## src/rtl/sia_pkg.sv

```systemverilog
package sia_pkg;

   // kind of vector update requested by one channel in one cycle
   typedef enum logic [1:0] {
      VK_NONE = 2'd0,
      VK_RX   = 2'd1,
      VK_TX   = 2'd2
   } vkind_e;

   // per-channel interrupt state
   typedef struct packed {
      logic prx;   // receive pending
      logic irx;   // receive in service
      logic ptx;   // transmit pending
      logic itx;   // transmit in service
      logic srx;   // summary receive bit
      logic stx;   // summary transmit bit
   } chan_st_t;

   // state plus the vector update produced while stepping through events
   typedef struct packed {
      chan_st_t st;
      logic     vw;
      vkind_e   vk;
   } step_t;

   // vector codes, low and high form
   localparam logic [7:0] VC_NONE_LO = 8'h06;
   localparam logic [7:0] VC_NONE_HI = 8'h60;
   localparam logic [7:0] VC_RXA_LO  = 8'h0C;
   localparam logic [7:0] VC_RXA_HI  = 8'h30;
   localparam logic [7:0] VC_RXB_LO  = 8'h04;
   localparam logic [7:0] VC_RXB_HI  = 8'h20;
   localparam logic [7:0] VC_TXA_LO  = 8'h08;
   localparam logic [7:0] VC_TXA_HI  = 8'h10;
   localparam logic [7:0] VC_TXB     = 8'h00;

   function automatic logic rx_mode_on(input logic [1:0] m);
      return (m == 2'b01) || (m == 2'b10);
   endfunction

   function automatic step_t raise_rx(input step_t s);
      step_t r;
      r        = s;
      r.st.prx = 1'b1;
      r.st.irx = 1'b1;
      r.st.srx = 1'b1;
      r.vw     = 1'b1;
      r.vk     = VK_RX;
      return r;
   endfunction

   function automatic step_t raise_tx(input step_t s, input logic ie);
      step_t r;
      r        = s;
      r.st.ptx = 1'b1;
      if (!r.st.irx) begin
         r.st.itx = 1'b1;
         if (ie) r.st.stx = 1'b1;
         r.vw = 1'b1;
         r.vk = VK_TX;
      end
      return r;
   endfunction

endpackage

```

## src/rtl/sia_chan.sv

```systemverilog
module sia_chan
   import sia_pkg::*;
(
   input  logic     clk,
   input  logic     rst,
   input  logic     ev_rx_arrive,
   input  logic     ev_data_read,
   input  logic     ev_tx_write,
   input  logic     ev_tx_empty,
   input  logic     cmd_clr_tx,
   input  logic     cmd_rst_ius,
   input  logic     tx_ie,
   output chan_st_t st_q,
   output chan_st_t st_n,
   output logic     vec_wr,
   output vkind_e   vec_kind
);

   // events are applied clears first and sets last, so a set wins
   always_comb begin
      step_t s;
      s.st = st_q;
      s.vw = 1'b0;
      s.vk = VK_NONE;
      if (ev_tx_write) s.st.ptx = 1'b0;
      if (cmd_clr_tx) begin
         s.st.ptx = 1'b0;
         s.st.itx = 1'b0;
         s.st.stx = 1'b0;
         s.vw     = 1'b1;
         s.vk     = VK_NONE;
         if (s.st.prx) s = raise_rx(s);
      end
      if (ev_data_read) begin
         s.st.prx = 1'b0;
         s.st.irx = 1'b0;
         s.st.srx = 1'b0;
         s.vw     = 1'b1;
         s.vk     = VK_NONE;
         if (s.st.ptx) s = raise_tx(s, tx_ie);
      end
      if (cmd_rst_ius) begin
         if (s.st.irx) begin
            s.st.irx = 1'b0;
            if (s.st.ptx) s = raise_tx(s, tx_ie);
         end else begin
            s.st.itx = 1'b0;
         end
      end
      if (ev_tx_empty)  s = raise_tx(s, tx_ie);
      if (ev_rx_arrive) s = raise_rx(s);
      st_n     = s.st;
      vec_wr   = s.vw;
      vec_kind = s.vk;
   end

   always_ff @(posedge clk) begin
      if (rst) st_q <= '0;
      else     st_q <= st_n;
   end


   rx_set_chk: assert property (@(posedge clk) disable iff (rst)
      ev_rx_arrive |=> (st_q.prx && st_q.irx && st_q.srx));


   tx_set_wins_chk: assert property (@(posedge clk) disable iff (rst)
      ev_tx_empty |=> st_q.ptx);


   clr_tx_chk: assert property (@(posedge clk) disable iff (rst)
      (cmd_clr_tx && !ev_tx_empty) |=> (!st_q.ptx && !st_q.itx));


   tx_write_chk: assert property (@(posedge clk) disable iff (rst)
      (ev_tx_write && !ev_tx_empty) |=> !st_q.ptx);

endmodule

```

## src/rtl/sia_vec_enc.sv

```systemverilog
module sia_vec_enc
   import sia_pkg::*;
#(
   parameter int VEC_W = 8,
   parameter bit IS_B  = 1'b0
) (
   input  vkind_e           kind,
   input  logic             hi,
   output logic [VEC_W-1:0] code
);

   logic [7:0] raw;

   generate
      if (IS_B) begin : g_b
         always_comb begin
            case (kind)
               VK_RX:   raw = hi ? VC_RXB_HI : VC_RXB_LO;
               VK_TX:   raw = VC_TXB;
               default: raw = hi ? VC_NONE_HI : VC_NONE_LO;
            endcase
         end
      end else begin : g_a
         always_comb begin
            case (kind)
               VK_RX:   raw = hi ? VC_RXA_HI : VC_RXA_LO;
               VK_TX:   raw = hi ? VC_TXA_HI : VC_TXA_LO;
               default: raw = hi ? VC_NONE_HI : VC_NONE_LO;
            endcase
         end
      end
   endgenerate

   assign code = VEC_W'(raw);

endmodule

```

## src/rtl/dual_serial_irq_arb.sv

```systemverilog
module dual_serial_irq_arb
   import sia_pkg::*;
#(
   parameter int VEC_W         = 8,
   parameter bit IRQ_REGISTERED = 1'b1
) (
   input  logic             clk,
   input  logic             rst,
   input  logic [1:0]       rx_arrive,
   input  logic [1:0]       data_read,
   input  logic [1:0]       tx_write,
   input  logic [1:0]       tx_empty,
   input  logic [1:0]       clr_tx_cmd,
   input  logic [1:0]       rst_ius_cmd,
   input  logic [1:0]       tx_ie,
   input  logic [1:0]       rx_mode_a,
   input  logic [1:0]       rx_mode_b,
   input  logic [1:0]       brk_ie,
   input  logic [1:0]       brk_stat,
   input  logic             vec_hi,
   output logic             irq,
   output logic [7:0]       pend_sum,
   output logic [VEC_W-1:0] vector,
   output logic [3:0]       in_svc
);

   localparam int NCH = 2;

   generate
      if (VEC_W < 7) begin : g_bad_width
         $error("VEC_W must hold the seven-bit vector codes");
      end
   endgenerate

   chan_st_t [NCH-1:0] st_q;
   chan_st_t [NCH-1:0] st_n;
   logic     [NCH-1:0] vw;
   vkind_e             vk     [NCH];
   logic [VEC_W-1:0]   code   [NCH];
   logic [1:0]         rmode  [NCH];
   logic [NCH-1:0]     term_n;
   logic [NCH-1:0]     term_q;
   logic [NCH-1:0]     brk_on;

   assign rmode[0] = rx_mode_a;
   assign rmode[1] = rx_mode_b;

   genvar ch;
   generate
      for (ch = 0; ch < NCH; ch++) begin : g_ch
         sia_chan u_chan (
            .clk          (clk),
            .rst          (rst),
            .ev_rx_arrive (rx_arrive[ch]),
            .ev_data_read (data_read[ch]),
            .ev_tx_write  (tx_write[ch]),
            .ev_tx_empty  (tx_empty[ch]),
            .cmd_clr_tx   (clr_tx_cmd[ch]),
            .cmd_rst_ius  (rst_ius_cmd[ch]),
            .tx_ie        (tx_ie[ch]),
            .st_q         (st_q[ch]),
            .st_n         (st_n[ch]),
            .vec_wr       (vw[ch]),
            .vec_kind     (vk[ch])
         );

         sia_vec_enc #(.VEC_W(VEC_W), .IS_B(ch == 1)) u_enc (
            .kind (vk[ch]),
            .hi   (vec_hi),
            .code (code[ch])
         );

         assign brk_on[ch] = brk_ie[ch] & brk_stat[ch];
         assign term_n[ch] = (tx_ie[ch] & st_n[ch].ptx)
                           | (rx_mode_on(rmode[ch]) & st_n[ch].prx)
                           | brk_on[ch];
         assign term_q[ch] = (tx_ie[ch] & st_q[ch].ptx)
                           | (rx_mode_on(rmode[ch]) & st_q[ch].prx)
                           | brk_on[ch];
      end
   endgenerate

   // channel B is stepped after channel A, so its vector write is kept
   logic [VEC_W-1:0] vector_q;
   logic [VEC_W-1:0] vector_d;
   logic [7:0]       sum_q;

   always_comb begin
      vector_d = vector_q;
      if (vw[0]) vector_d = code[0];
      if (vw[1]) vector_d = code[1];
   end

   always_ff @(posedge clk) begin
      if (rst) begin
         vector_q <= VEC_W'(VC_NONE_LO);
         sum_q    <= 8'h00;
      end else begin
         vector_q <= vector_d;
         sum_q    <= {2'b00, st_n[0].srx, st_n[0].stx, brk_on[0],
                             st_n[1].srx, st_n[1].stx, brk_on[1]};
      end
   end

   generate
      if (IRQ_REGISTERED) begin : g_irq_reg
         logic irq_q;
         always_ff @(posedge clk) begin
            if (rst) irq_q <= 1'b0;
            else     irq_q <= |term_n;
         end
         assign irq = irq_q;


         irq_source_chk: assert property (@(posedge clk) disable iff (rst)
            irq |-> ((st_q[0].prx | st_q[0].ptx | st_q[1].prx | st_q[1].ptx)
                     || $past(|brk_on)));
      end else begin : g_irq_comb
         assign irq = !rst && (|term_q);
      end
   endgenerate

   assign vector   = vector_q;
   assign pend_sum = sum_q;
   assign in_svc   = {st_q[0].irx, st_q[0].itx, st_q[1].irx, st_q[1].itx};


   vec_legal_chk: assert property (@(posedge clk) disable iff (rst)
      (vector == VEC_W'(VC_NONE_LO)) || (vector == VEC_W'(VC_NONE_HI)) ||
      (vector == VEC_W'(VC_RXA_LO))  || (vector == VEC_W'(VC_RXA_HI))  ||
      (vector == VEC_W'(VC_RXB_LO))  || (vector == VEC_W'(VC_RXB_HI))  ||
      (vector == VEC_W'(VC_TXA_LO))  || (vector == VEC_W'(VC_TXA_HI))  ||
      (vector == VEC_W'(VC_TXB)));


   sum_top_zero_chk: assert property (@(posedge clk) disable iff (rst)
      pend_sum[7:6] == 2'b00);


   rx_blocks_tx_chk: assert property (@(posedge clk) disable iff (rst)
      (st_q[0].irx && tx_empty[0] && !data_read[0] && !rst_ius_cmd[0]
       && !clr_tx_cmd[0] && !rx_arrive[0] && !vw[1]) |=> $stable(vector));

endmodule

```

## config.mk

```make
export PLATFORM = sky130hd
export DESIGN_NAME = dual_serial_irq_arb
export DESIGN_NICKNAME = d
export VERILOG_FILES = /design/src/rtl/sia_pkg.sv /design/src/rtl/sia_chan.sv /design/src/rtl/sia_vec_enc.sv /design/src/rtl/dual_serial_irq_arb.sv
export SDC_FILE = /design/constraint.sdc
export NUM_CORES = 1
export LEC_CHECK = 0
export BUFFER_PORTS_ARGS = -buffer_cell sky130_fd_sc_hd__buf_2
export CAP_MARGIN = 30
export CORE_MARGIN = 2
export CORE_UTILIZATION = 40
export CTS_CLUSTER_DIAMETER = 30
export DETAILED_ROUTE_END_ITERATION = 7
export PLACE_DENSITY = 0.68
export SYNTH_ARGS = -nofsm -noshare
export SYNTH_HDL_FRONTEND = slang
export SYNTH_SLANG_ARGS = --single-unit
```

## constraint.sdc

```tcl
create_clock -name clk -period 2.5 [get_ports clk]
set_input_delay 0.125 -clock clk [delete_from_list [all_inputs] [get_ports clk]]
set_output_delay 0.125 -clock clk [all_outputs]
set_load 0.02 [all_outputs]
```

* Yosys cells after proc, flatten, opt, wreduce, memory -nomap -nowiden
Index checks and enable logic that the tools add are counted.
W data, S select, Z words.
** Storage, ports and cells
- Register bits after elaboration :: 29
** Cells by class
- Eq/ne operators :: 8
- Multiplexer cells :: 42
- Bitwise operators :: 10
- Reduce and logical (&&, ||, !) cells :: 4
** Operators with widths (count)
- $mux W9 :: 8
- $mux W7 :: 7
- $mux W8 :: 4
- $pmux W8 S2 :: 2
- $mux W5 :: 3
- $mux W1 :: 14
- $mux W6 :: 2
- $eq A2 B1 Y1 const B :: 4
- $eq A2 B2 Y1 const B :: 4
- $mux W4 :: 2
- $and A1 B1 Y1 :: 6
- $or A1 B1 Y1 :: 4
- $logic_or A1 B1 Y1 :: 2
- $reduce_bool A2 Y1 :: 1
- $reduce_or A2 Y1 :: 1

* Longest topological paths before layout
- Word-level depth :: 17
- Depth in mapped cells :: 10
- Depth with buffers taken out :: 10

* Cells and area by module
Synthesis repeated with hierarchy kept, for this count alone.
** Second synthesis, totals
- Cell total of the unflattened synthesis :: 167
- Area total of the unflattened synthesis :: 1574.0 µm²
** By module, submodules not included
- sia_chan :: instances 2, cells an instance 41, area each 362.8 µm²
- dual_serial_irq_arb :: instances 1, cells an instance 59, area each 660.6 µm²
- sia_vec_enc (g_ch[0].u_enc) :: instances 1, cells an instance 15, area each 103.8 µm²
- sia_vec_enc (g_ch[1].u_enc) :: instances 1, cells an instance 11, area each 83.8 µm²

* Least setup slack after synthesis
No wires, ideal clock.
- Path type :: reg2reg
- From :: register, netlist name g_ch[1].u_chan.st_q[3]
- To :: register vector_q[1], in the netlist vector[1]
- Setup time :: 0.122 ns
- Data arrival time :: 1.914 ns
- Data required time :: 2.378 ns
- Slack :: 0.464 ns
- Stages on the path, launching flop included :: 8
- Path buffers :: 0
- Cells stage by stage :: dfxtp_1 -> nor3b_1 -> a21o_1 -> a221oi_1 -> or2_1 -> ha_1 -> mux2_2 -> a221o_1
** Between the ends
- Longest elaborated chain between the ends :: 13
- Elaborated cells between the ends (all ways) :: 15
** Ends and longest elaborated chain
- $mux W1 * :: line sia_chan.sv:25 : if (ev_tx_write) s.st.ptx = 1'b0;
- $mux W9 * :: line sia_chan.sv:26 : if (cmd_clr_tx) begin
- $mux W7 :: line sia_chan.sv:40 : if (s.st.ptx) s = raise_tx(s, tx_ie);
- $mux W9 * :: line sia_chan.sv:34 : if (ev_data_read) begin
- $mux W7 :: line sia_chan.sv:45 : if (s.st.ptx) s = raise_tx(s, tx_ie);
- $mux W5 :: line sia_chan.sv:43 : if (s.st.irx) begin
- $mux W8 * :: line sia_chan.sv:42 : if (cmd_rst_ius) begin
- $mux W4 :: line sia_pkg.sv:57 : if (!r.st.irx) begin
- $mux W7 * :: line sia_chan.sv:50 : if (ev_tx_empty) s = raise_tx(s, tx_ie);
- $mux W9 * :: line sia_chan.sv:51 : if (ev_rx_arrive) s = raise_rx(s);
- $eq A2 B2 Y1 / $eq A2 B1 Y1 (equally long branches) :: line sia_vec_enc.sv:17 : case (kind)
- $pmux W8 S2 :: line sia_vec_enc.sv:17
- $mux W8 :: line dual_serial_irq_arb.sv:91 : if (vw[1]) vector_d = code[1];
- end signal, assigned :: line dual_serial_irq_arb.sv:96 : vector_q <= VEC_W'(VC_NONE_LO);
- end signal, assigned :: line dual_serial_irq_arb.sv:99 : vector_q <= vector_d;
- end, declared :: line dual_serial_irq_arb.sv:84 : logic [VEC_W-1:0] vector_q;
Mark *: on every way between the ends. The rest lies on a longest branch, timed or not.
A chain may end at the register's enable or synchronous reset.

* Worst setup path after layout
- From :: register, netlist name g_ch[1].u_chan.st_q[3]
- To :: register vector_q[1], in the netlist vector[1]
** Between the ends
- Longest elaborated chain between the ends :: 13
- Elaborated cells between the ends (all ways) :: 15
** Ends and longest elaborated chain (line)
- $mux W1 * :: sia_chan.sv:25
- $mux W9 * :: sia_chan.sv:26
- $mux W7 :: sia_chan.sv:40
- $mux W9 * :: sia_chan.sv:34
- $mux W7 :: sia_chan.sv:45
- $mux W5 :: sia_chan.sv:43
- $mux W8 * :: sia_chan.sv:42
- $mux W4 :: sia_pkg.sv:57
- $mux W7 * :: sia_chan.sv:50
- $mux W9 * :: sia_chan.sv:51
- $eq A2 B2 Y1 / $eq A2 B1 Y1 (equally long branches) :: sia_vec_enc.sv:17
- $pmux W8 S2 :: sia_vec_enc.sv:17
- $mux W8 :: dual_serial_irq_arb.sv:91
Marks and branches as above.

==> impl_metrics.ini <==
[power_and_ir_drop]
clkPwrFrac_pct = 23.9
leakage_nw = 0.652
power_frac_seq_pct = 52.4
power_switching_mw = 0.217
power.internal_mw = 0.485
sw_frac_of_total_pct = 31.0
ir_drop_mv = 0.292
power_density_nw_per_um2 = 536
combPwrFrac_pct = 23.8

[logic_synthesis]
avgSynthCellArea_um2 = 8.33
ys_warn_count = 0
ys.flop_type = dfxtp_1
async_flop_share_pct = 0
netlist_instances = 136
synth-edff-count = 0
synthDistinctLibCells = 40
synthesis.area_um2 = 1130
ys_seq_area_share_pct = 37.1
ys_ff_latch = 21

[grt]
grt_pass1_vias = 1022
grtUsageTotal_pct = 16.1
grt_overflow_total = 0
grt_pass1_wl_um = 4210
antenna_found_initial = 0
grt_max_degree = 20

[status]
outcome = complete, no violations

[routing]
dr.max_layer_used = met4
first_pass_iters = 4
wl_met3_um = 114
viasPerCell = 5.12
wl_met1_um = 1120
drc = 0
routed_wirelength_um = 2480
ant_nets = 0
vias = 1023
route.met2.wl_um = 1210
drt-wirelength-per-cell_um = 12.4
drt_iter0_markers = 23

[sta]
finalCriticalPeriod_ns = 2.22
finalSetupTns_ns = 0
finClkSkew_ns = 0.00751
rsz0062_at_grt = false
setup_viol = 0
fmax_mhz = 450
post-route-period-util_pct = 89.0
drv_slew = 0
hold_viol_final = 0

[run]
drv_cap = 0

[worst_setup_path]
arrival_ns = 2.42
crit_family = simple AND/OR/NAND/NOR gates
worst-path-max-fanout = 4
path_cells = nor3b_1, a21o_1, a221oi_1, or2_1, ha_1, mux2_2, a221o_1
cpMaxStageDelayCell = nor3b_1
r2r-end = vector[1]
required_ns = 2.70
reg2reg_depth = 7
r2r_setup_slack_ns = 0.28
max_stage_delay_ns = 0.38
cp-start-kind = flip-flop
critPathBufInv = 0
path_class = reg -> reg
endpoint_kind = flip-flop
regToRegStartpoint = g_ch[1].u_chan.st_q[3]

[clocking]
hold_buffers = 0
post_cts_resized = 0
clock_latency_ns = 0.31
cts_sinks = 21
cts_buffers = 3
htreeDepth = 1
post_cts_buffers = 0
clk_pin_slew_ns = 0.13
cts_buffer_depth = 2
cts_root_buf = clkbuf_4
cts_tree = yes

[min_path]
min_path_cells = 2
min_path_type = in -> reg
worstHoldStart = brk_stat[0]
hold_end = pend_sum[3]

[placed_design]
io_buffers = 41
hpwlAfterDp_um = 2000
gp_congestion = 0.834

[finish]
syn2layout_area_growth_pct = 15.7
drive_gt1_share_pct = 29.6
antenna_cells = 0
final_nets = 198
fillCellCount = 296
utilization_pct = 47.9

[floorplanning]
die_h_um = 57.2
die_x_um = 57.2
pin_count = 46
core_area_um2 = 2730
core.rowCount = 19
initial_core_util_pct = 41.4
die_area_um2 = 3270
-- flip-flops by register name (all words and copies together), names as in the netlist --
| name | count |
|---|---|
| g_ch.u_chan.st_q | 8 |
| irq | 1 |
| vector | 6 |
| pend_sum | 6 |
-- layer usage --
layer | vias to the layer above | track usage (%)
met5 | - | 0
met3 | 2 | 2.04
met1 | 467 | 19.9
li1 | 524 | -
met4 | 0 | 5.98
met2 | 30 | 28.6
-- layout make-up --
cell class                 instances  area, µm²  area share [%]
timing repair buffer              41        205            15.7
multi-input combinational         94        584            44.6
inverter                           9       33.8            2.58
sequential                        21        420            32.1
clock buffer                       3       22.5            1.72
clock inverter                     1       5.00           0.382
tap                               31       38.8            2.96
-- cells by family (layout without fill, tap and decap cells) --
family / Yosys count / after routing / share of synthesized area (%)
multiplexers: 4 / 4 / 3.65
buffers and inverters: 24 / 54 / 12.3
adder cells (fa/ha/maj): 3 / 3 / 3.32
flip-flops: 21 / 21 / 37.1
XOR/XNOR: 2 / 2 / 1.55
AO/OA/AOI/OAI: 30 / 30 / 19.2
other: 1 / 4 / 0.331
AND/OR/NAND/NOR: 51 / 51 / 22.5
-- cells in the mapped netlist, types with 2 or more instances --
library cell  number  area (µm²)
nor2_1            23        86.3
a32o_1             2        20.0
clkbuf_1           2        7.51
and3_1             2        12.5
ha_1               3        37.5
mux2i_1            3        30.0
o21ai_0            4        20.0
nor2b_1            4        25.0
or2_1              2        12.5
buf_4             13        97.6
a221o_1            3        30.0
dfxtp_1           21         420
nand2_1            4        15.0
a21oi_1            6        30.0
nor3_1             8        40.0
nand2b_1           2        12.5
a221oi_1           2        17.5
xnor2_1            2        17.5
inv_1              9        33.8
-- power groups by stage --
| stage | sequential [mW] | combinational, mW | clock (mW) |
|---|---|---|---|
| finish | 0.368 | 0.167 | 0.168 |
| global route | 0.370 | 0.187 | 0.185 |
| CTS | 0.368 | 0.168 | 0.170 |
| detailed placement | 0.375 | 0.168 | 0 |
| global placement | 0.374 | 0.163 | 0 |
| floorplan | 0.383 | 0.112 | 0 |
-- stage by stage --
stage	std cells	cell area (µm²)	hold slack, ns	total power [mW]	setup WS (ns)
floorplan	139	1140	0.242	0.495	0.464
global placement	196	1280	0.364	0.537	0.385
detailed placement	196	1280	0.381	0.543	0.297
CTS	200	1310	0.0498	0.706	0.268
global route	200	1310	0.0471	0.741	0.0750
finish	200	1310	0.0518	0.702	0.276
-- worst max-delay path by stage --
stage,slack (ns),end,start,depth (start not counted)
2_1_floorplan,0.46,vector[1],g_ch[1].u_chan.st_q[3],7
3_3_place_gp,0.39,vector[1],g_ch[1].u_chan.st_q[4],8
3_5_place_dp,0.30,vector[1],g_ch[1].u_chan.st_q[3],7
4_1_cts,0.27,vector[1],g_ch[1].u_chan.st_q[3],7
5_1_grt,0.07,vector[1],g_ch[1].u_chan.st_q[4],8
6_report,0.28,vector[1],g_ch[1].u_chan.st_q[3],7
-- worst reg2reg max path, delay by kind of cell (launching register included) --
family / cells / cell delay (ns)
fa+ha+maj: 1 / 0.29
flops: 1 / 0.34
mux: 1 / 0.29
simple gates: 2 / 0.62
compound gates: 3 / 0.60
-- layout by cell type (no fill, tap or decap), types with 2 or more instances in the layout --
cell type / Yosys / layout
o21ai_0: 4 / 4
conb_1: 1 / 4
or2_1: 2 / 2
ha_1: 3 / 3
nor2_1: 23 / 23
a221o_1: 3 / 3
buf_2: 0 / 41
inv_1: 9 / 9
xnor2_1: 2 / 2
a221oi_1: 2 / 2
nor3_1: 8 / 8
nand2b_1: 2 / 2
dfxtp_1: 21 / 21
a21oi_1: 6 / 6
clkbuf_4: 0 / 3
a32o_1: 2 / 2
mux2i_1: 3 / 3
nor2b_1: 4 / 4
and3_1: 2 / 2
nand2_1: 4 / 4
Power figures use the tool's default switching activity.
